[config.mk]
export PLATFORM = sky130hd
export DESIGN_NAME = divChainTop
export DESIGN_NICKNAME = d
export VERILOG_FILES = /design/src/rtl/divChainPkg.sv /design/src/rtl/divCell.sv /design/src/rtl/divChainDatapath.sv /design/src/rtl/divChainControl.sv /design/src/rtl/divChainTop.sv
export SDC_FILE = /design/constraint.sdc
export NUM_CORES = 1
export LEC_CHECK = 0
export CELL_PAD_IN_SITES_DETAIL_PLACEMENT = 0
export CELL_PAD_IN_SITES_GLOBAL_PLACEMENT = 2
export CORE_ASPECT_RATIO = 1.2
export CORE_UTILIZATION = 35
export CTS_BUF_LIST = sky130_fd_sc_hd__clkbuf_16
export CTS_CLUSTER_SIZE = 40
export DETAILED_ROUTE_END_ITERATION = 8
export HOLD_SLACK_MARGIN = 0.06
export PLACE_DENSITY = 0.78
export RECOVER_POWER = 25
export SLEW_MARGIN = 10
export SYNTH_ARGS = -nofsm -noshare
export SYNTH_HDL_FRONTEND = slang
export SYNTH_SLANG_ARGS = --single-unit
export TNS_END_PERCENT = 100
[constraint.sdc]
create_clock -name clk -period 5.8 [get_ports clk]
set_clock_uncertainty 0.1 [all_clocks]
set_input_delay 0.58 -clock clk [delete_from_list [all_inputs] [get_ports clk]]
set_output_delay 0.58 -clock clk [all_outputs]
set_load 0.05 [all_outputs]
[src/rtl/divChainPkg.sv]
package divChainPkg;

  // Strobes issued by the control to the cell datapath.
  typedef struct packed {
    logic clearCells;  // force every cell to its first phase
    logic loadWord;    // capture the programming word
  } dpStrobe_t;

  localparam int unsigned PhaseW = 2;

endpackage

[src/rtl/divCell.sv]
module divCell
  import divChainPkg::*;
(
  input  logic clk,
  input  logic clearCell,
  input  logic tickIn,    // one input period of this cell elapsed
  input  logic modIn,     // stretch request from the following cell
  input  logic progBit,   // this cell's weight bit
  output logic tickOut,   // one output period of this cell elapsed
  output logic modOut     // stretch request toward the preceding cell
);

  logic [PhaseW-1:0] phase;
  logic [PhaseW-1:0] lastPhase;
  logic              finalPhase;

  // Three input periods when both the bit and the request are set, else two.
  assign lastPhase  = (progBit && modIn) ? PhaseW'(2) : PhaseW'(1);
  assign finalPhase = (phase >= lastPhase);

  assign tickOut = tickIn && finalPhase;
  // The preceding cell may stretch only in this cell's final input period.
  assign modOut  = modIn && finalPhase;

  always_ff @(posedge clk) begin
    if (clearCell) begin
      phase <= '0;
    end else if (tickIn) begin
      phase <= finalPhase ? '0 : phase + PhaseW'(1);
    end
  end

endmodule

[src/rtl/divChainDatapath.sv]
module divChainDatapath
  import divChainPkg::*;
#(
  parameter int unsigned NumCells = 5
) (
  input  logic                clk,
  input  dpStrobe_t           strobes,
  input  logic [NumCells-1:0] progIn,
  output logic                periodEnd
);

  logic [NumCells-1:0] activeWord;
  logic [NumCells:0]   tickBus;
  logic [NumCells:0]   modBus;

  always_ff @(posedge clk) begin
    if (strobes.loadWord) begin
      activeWord <= progIn;
    end
  end

  assign tickBus[0]        = 1'b1;      // the first cell sees every input cycle
  assign modBus[NumCells]  = 1'b1;      // the last cell always may stretch

  for (genvar gi = 0; gi < NumCells; gi++) begin : g_cell
    divCell cell_i (
      .clk       (clk),
      .clearCell (strobes.clearCells),
      .tickIn    (tickBus[gi]),
      .modIn     (modBus[gi+1]),
      .progBit   (activeWord[gi]),
      .tickOut   (tickBus[gi+1]),
      .modOut    (modBus[gi])
    );
  end

  // The last tick and the head request both mark the final input cycle.
  assign periodEnd = tickBus[NumCells] && modBus[0];

endmodule

[src/rtl/divChainControl.sv]
module divChainControl
  import divChainPkg::*;
(
  input  logic      clk,
  input  logic      rst,
  input  logic      periodEnd,
  output dpStrobe_t strobes,
  output logic      divOut
);

  always_comb begin
    strobes.clearCells = rst;
    strobes.loadWord   = rst || periodEnd;
  end

  always_ff @(posedge clk) begin
    if (rst) begin
      divOut <= 1'b0;
    end else begin
      divOut <= periodEnd;
    end
  end

endmodule

[src/rtl/divChainTop.sv]
module divChainTop
  import divChainPkg::*;
#(
  parameter int unsigned NumCells = 5
) (
  input  logic                clk,
  input  logic                rst,
  input  logic [NumCells-1:0] progIn,
  output logic                divOut
);

  dpStrobe_t strobes;
  logic      periodEnd;

  divChainControl ctrl_i (
    .clk       (clk),
    .rst       (rst),
    .periodEnd (periodEnd),
    .strobes   (strobes),
    .divOut    (divOut)
  );

  divChainDatapath #(.NumCells(NumCells)) dp_i (
    .clk       (clk),
    .strobes   (strobes),
    .progIn    (progIn),
    .periodEnd (periodEnd)
  );

endmodule

== After elaboration in Yosys (flattened, before gate mapping) ==
Cells that the tools add are included.
Cells by class
  add/sub/neg operators: 5
  $lt $le $gt $ge: 5
  reduce and logical (&&, ||, !) cells: 15
  muxes and demuxes: 9
Operators by type and width (number)
  two-way mux 2 bit: 9
  logical AND 1 bit: 13
  adder 2 x 1 -> 2 bit, second input constant: 5
  >= comparator 2 bit: 5
  OR reduction 2 bit: 1
  logical OR 1 bit: 1
Word-level totals
  register bits: 16
  input bits: 7

== Depth between registers and ports, before layout ==
  word-level depth: 23
  depth in mapped cells: 25

== Cells and area by module ==
From an unflattened synthesis, not the netlist that was laid out.
Second synthesis, totals
  cell total of the unflattened synthesis: 101
  area, all modules: 1019.7 um^2
Modules (own cells, without submodules)
  divCell: area an instance 163.9 um^2, cells an instance 18, instances 5, seq. area each 40.0 um^2
  divChainDatapath: area an instance 160.2 um^2, cells an instance 7, instances 1, seq. area each 150.1 um^2
  divChainControl: area an instance 40.0 um^2, cells an instance 4, instances 1, seq. area each 20.0 um^2

== Worst setup path after synthesis ==
OpenSTA, ideal clock, no wires.
  path kind: register -> register
  start: reg dp_i.activeWord[4]
  end: reg dp_i.activeWord[0], enable pin
  clock period less this slack: 4.802 ns
  data arrival time: 4.426 ns
  required time: 5.424 ns
  slack: 0.998 ns
  cell stages (with the launch flop): 26
  setup time: 0.276 ns
  path buffers: 0
  cell sequence: edfxtp_1 > inv_1 > ha_1 > nand2b_1 > a21oi_2 > nand2b_1 > ha_1 > nand2b_1 > a21oi_2 > nor2_1 > nand2_1 > ha_1 > nand2b_2 > a21oi_2 > nor3_1 > nand2_1 > ha_1 > nand2b_2 > a21oi_4 > nand3b_1 > ha_1 > nand2b_4 > a21oi_2 > nor2_1 > nand2_1 > nand2b_1
RTL lines
  start, declared: RTL line divChainDatapath.sv:12  | logic [NumCells-1:0] activeWord;
  start signal, assigned: RTL line divChainDatapath.sv:18  | activeWord <= progIn;

== Worst setup path in the final report ==
  start: reg dp_i.activeWord[4]
  end: reg dp_i.g_cell[3].cell_i.phase[0]
On the way
  longest elaborated chain between the ends: 19
  elaborated cells between the ends (all ways): 20
  classes of those cells: order compare: 5; mux: 6; reduce/logical: 9
RTL lines
  two-way mux 2 bit *: RTL line divCell.sv:18  | assign lastPhase = (progBit && modIn) ? PhaseW'(2) : PhaseW'(1);
  >= comparator 2 bit *: RTL line divCell.sv:19  | assign finalPhase = (phase >= lastPhase);
  logical AND 1 bit: RTL line divCell.sv:18
  two-way mux 2 bit: RTL line divCell.sv:18
  >= comparator 2 bit: RTL line divCell.sv:19
  logical AND 1 bit: RTL line divCell.sv:23  | assign modOut = modIn && finalPhase;
  logical AND 1 bit: RTL line divCell.sv:18
  two-way mux 2 bit: RTL line divCell.sv:18
  (+2 left out)
  logical AND 1 bit: RTL line divCell.sv:18
  two-way mux 2 bit: RTL line divCell.sv:18
  >= comparator 2 bit: RTL line divCell.sv:19
  logical AND 1 bit: RTL line divCell.sv:23
  logical AND 1 bit: RTL line divCell.sv:18
  two-way mux 2 bit: RTL line divCell.sv:18
  >= comparator 2 bit: RTL line divCell.sv:19
  logical AND 1 bit (2 in series): RTL line divCell.sv:21  | assign tickOut = tickIn && finalPhase;
  end signal, assigned: RTL line divCell.sv:29  | phase <= finalPhase ? '0 : phase + PhaseW'(1);
  end, declared: RTL line divCell.sv:13  | logic [PhaseW-1:0] phase;
Mark *: on every way between the ends. The rest lies on a longest branch, timed or not.
A chain may end at the register's enable or synchronous reset.

==> metrics.yaml <==
final_nets: 121
worst_pin_slew_ns: 0.532
ant_nets: 0
synth-simple-area-share_pct: 20.1
firstDrtPassIters: 4
via_per_inst: 4.71
antenna_found_initial: 0
gr-total-overflow: 0
worstPathArrival_ns: 5.21
fp.dieW_um: 48.4
slew_viol_final: 0
wl_met3_um: 48
core_area_um2: 2380
dr_wl_met2_um: 707
max-vdd-ir-drop_uv: 239
nFillCells: 251
gp_congestion: 0.668
clk_latency_ns: 0.25
cp_max_fo: 7
vias: 617
setup_slack_ns: 0.614
portBuffers: 7
synth_fp_nets: 109
rsz0062_at_grt: "no"
highest_layer: "met4"
critPathKind: "flip-flop to flip-flop"
place_ws_ns: 0.517
syn_area_um2: 905
cp-start-kind: "flip-flop"
synthAdderAreaFrac_pct: 18.0
grt_pass1_wl_um: 2700
cts_tree: "yes"
max-slew-margin-rel_pct: 64.4
cts_sinks: 16
detail_route.wirelength_um: 1500
dp_hpwl_um: 1160
total_power_uw: 515
wl_per_cell_um: 11.5
floorplan.die.height_um: 57.7
initial_utilization_pct: 38.1
status: "finished clean"
area_delta_synth_final_pct: 21.2
critPathCaptureType: "flip-flop"
grt_max_degree: 14
max_stage_delay_ns: 0.35
synth_cells: 89
drt_iter0_markers: 11
post-cts-setup-buffers: 0
htreeDepth: 1
cp_common_cell: "ha_1"
p_leak_uw: 0.000412
max-clock-path-buffers: 2
drc: 0
ys_seq_area_share_pct: 40.9
crit_buf_inv: 2
finalCriticalPeriod_ns: 5.19
avgSynthCellArea_um2: 10.2
cp_slowest_cell: "edfxtp_1"
fin_crit_sh_pct: 89.4
synth-compound-area-share_pct: 13.3
cap_violations: 0
cp.required_ns: 5.82
synth_top_family_by_area: "simple AND/OR/NAND/NOR gates"
setup_tns_ns: 0
synth_cell_types: 24
synth_xor_xnor_area_share_pct: 0.968
grtUsageTotal_pct: 13.2
yosys_warnings: 0
hold_viol_final: 0
num_rows: 19
cts_made_buffers: 3
drive_above_1_share_pct: 15.0
synthMuxAreaShare_pct: 2.21
postCtsHoldBufs: 0
root_buffer: "clkbuf_16"
hold_class: "flip-flop to flip-flop"
die_area_um2: 2790
antenna_cells: 0
ys_ff_latch: 16
met1Wirelength_um: 694
cp_top_family: "simple AND/OR/NAND/NOR gates"
finalSetupViolCount: 0
final_util_pct: 46.1
cts_resized: 0
timing.fmax_ghz: 0.193
ios: 8
holdWs_ns: 0.347
p_per_area_nw_per_um2: 470
clk_pin_slew_ns: 0.05
first_global_vias: 648
## power by group
| part | total [uW] | switching [uW] | internal [uW] |
|---|---|---|---|
| registers | 147 | 10.7 | 137 |
| clock network | 135 | 43.7 | 91.5 |
| logic | 233 | 132 | 101 |
| total | 515 | 186 | 329 |
## layout by cell type, fill, tap and decap left out, types with 2 or more instances in the layout
cell type         n
o21ai_0           2
dlygate4sd3_1     5
nor2_1            4
dfxtp_1          11
a21oi_2           4
nand2_1           9
nor3_1            4
edfxtp_1          5
a21oi_1           5
inv_1            10
ha_1             13
clkdlybuf4s50_1   2
mux2i_1           2
clkbuf_16         3
nand2b_1          5
nand2b_2          2
nand3_1           3
## per-stage QoR
step / instances / area (um2)
after global placement: 127 / 1020
after global routing: 131 / 1100
final: 131 / 1100
after CTS: 131 / 1100
after detailed placement: 127 / 1020
after floorplan: 89 / 905
## area by class of cell
type	instances	area [um2]	area share, %
timing repair buffer	8	77.6	7.08
multi-input combinational	62	493	45.0
sequential	16	370	33.8
clock inverter	1	3.75	0.342
tap	31	38.8	3.54
inverter	10	37.5	3.42
clock buffer	3	75.1	6.85
## state kept, by name, summed over array words and instances (netlist names)
register,count
dp_i.g_cell.cell_i.phase,10
ctrl_i.divOut,1
dp_i.activeWord,5
## synthesized netlist by cell type
master    count  area share [%]
nor2b_1       1            0.69
nand2b_4      1             1.5
a21o_2        1            0.97
mux2i_1       2             2.2
nor2_1        4             1.7
o41ai_2       1             1.8
xnor2_1       1            0.97
a21oi_1       5             2.8
nor3_1        4             2.2
edfxtp_1      5              17
a21oi_2       4             3.9
o21ai_0       2             1.1
nand3_1       3             1.7
clkbuf_1      1            0.41
nand2b_1      5             3.5
ha_1         13              18
nand2_1       9             3.7
a211o_1       1            0.97
inv_1        10             4.1
a21oi_4       1             1.8
dfxtp_1      11              24
nor4_4        1             2.4
nand3b_1      1            0.83
nand2b_2      2             1.9
## tightest hold or removal path: stages, from the launching register on
cell	delay, ns
dfxtp_1	0.30
nand2_1	0.05
a21oi_1	0.05
## cell families (layout without fill, tap and decap cells)
group | after synthesis | count (layout)
adder cells (fa/ha/maj) | 13 | 13
AND/OR/NAND/NOR | 31 | 31
flip-flops | 16 | 16
multiplexers | 2 | 2
buffers and inverters | 11 | 22
XOR/XNOR | 1 | 1
AO/OA/AOI/OAI | 15 | 15
## routing by layer
layer  track usage (%)  vias to the layer above
li1                  -                      326
met3              2.62                        5
met4              10.1                        0
met2              22.7                        9
met5                 0                        -
met1              14.3                      277
## path summary, 6_finish.rpt
check	start	endpoint	slack, ns	cells past startpoint
worst min-delay path	dp_i.g_cell[1].cell_i.phase[0]	dp_i.g_cell[1].cell_i.phase[0]	0.35	2
worst max-delay path	dp_i.activeWord[4]	dp_i.g_cell[3].cell_i.phase[0]	0.61	26
worst max register to register	dp_i.activeWord[4]	dp_i.g_cell[3].cell_i.phase[0]	0.61	26
worst min register to register	dp_i.g_cell[1].cell_i.phase[0]	dp_i.g_cell[1].cell_i.phase[0]	0.35	2
No activity file was read; power rests on OpenSTA's default activity.
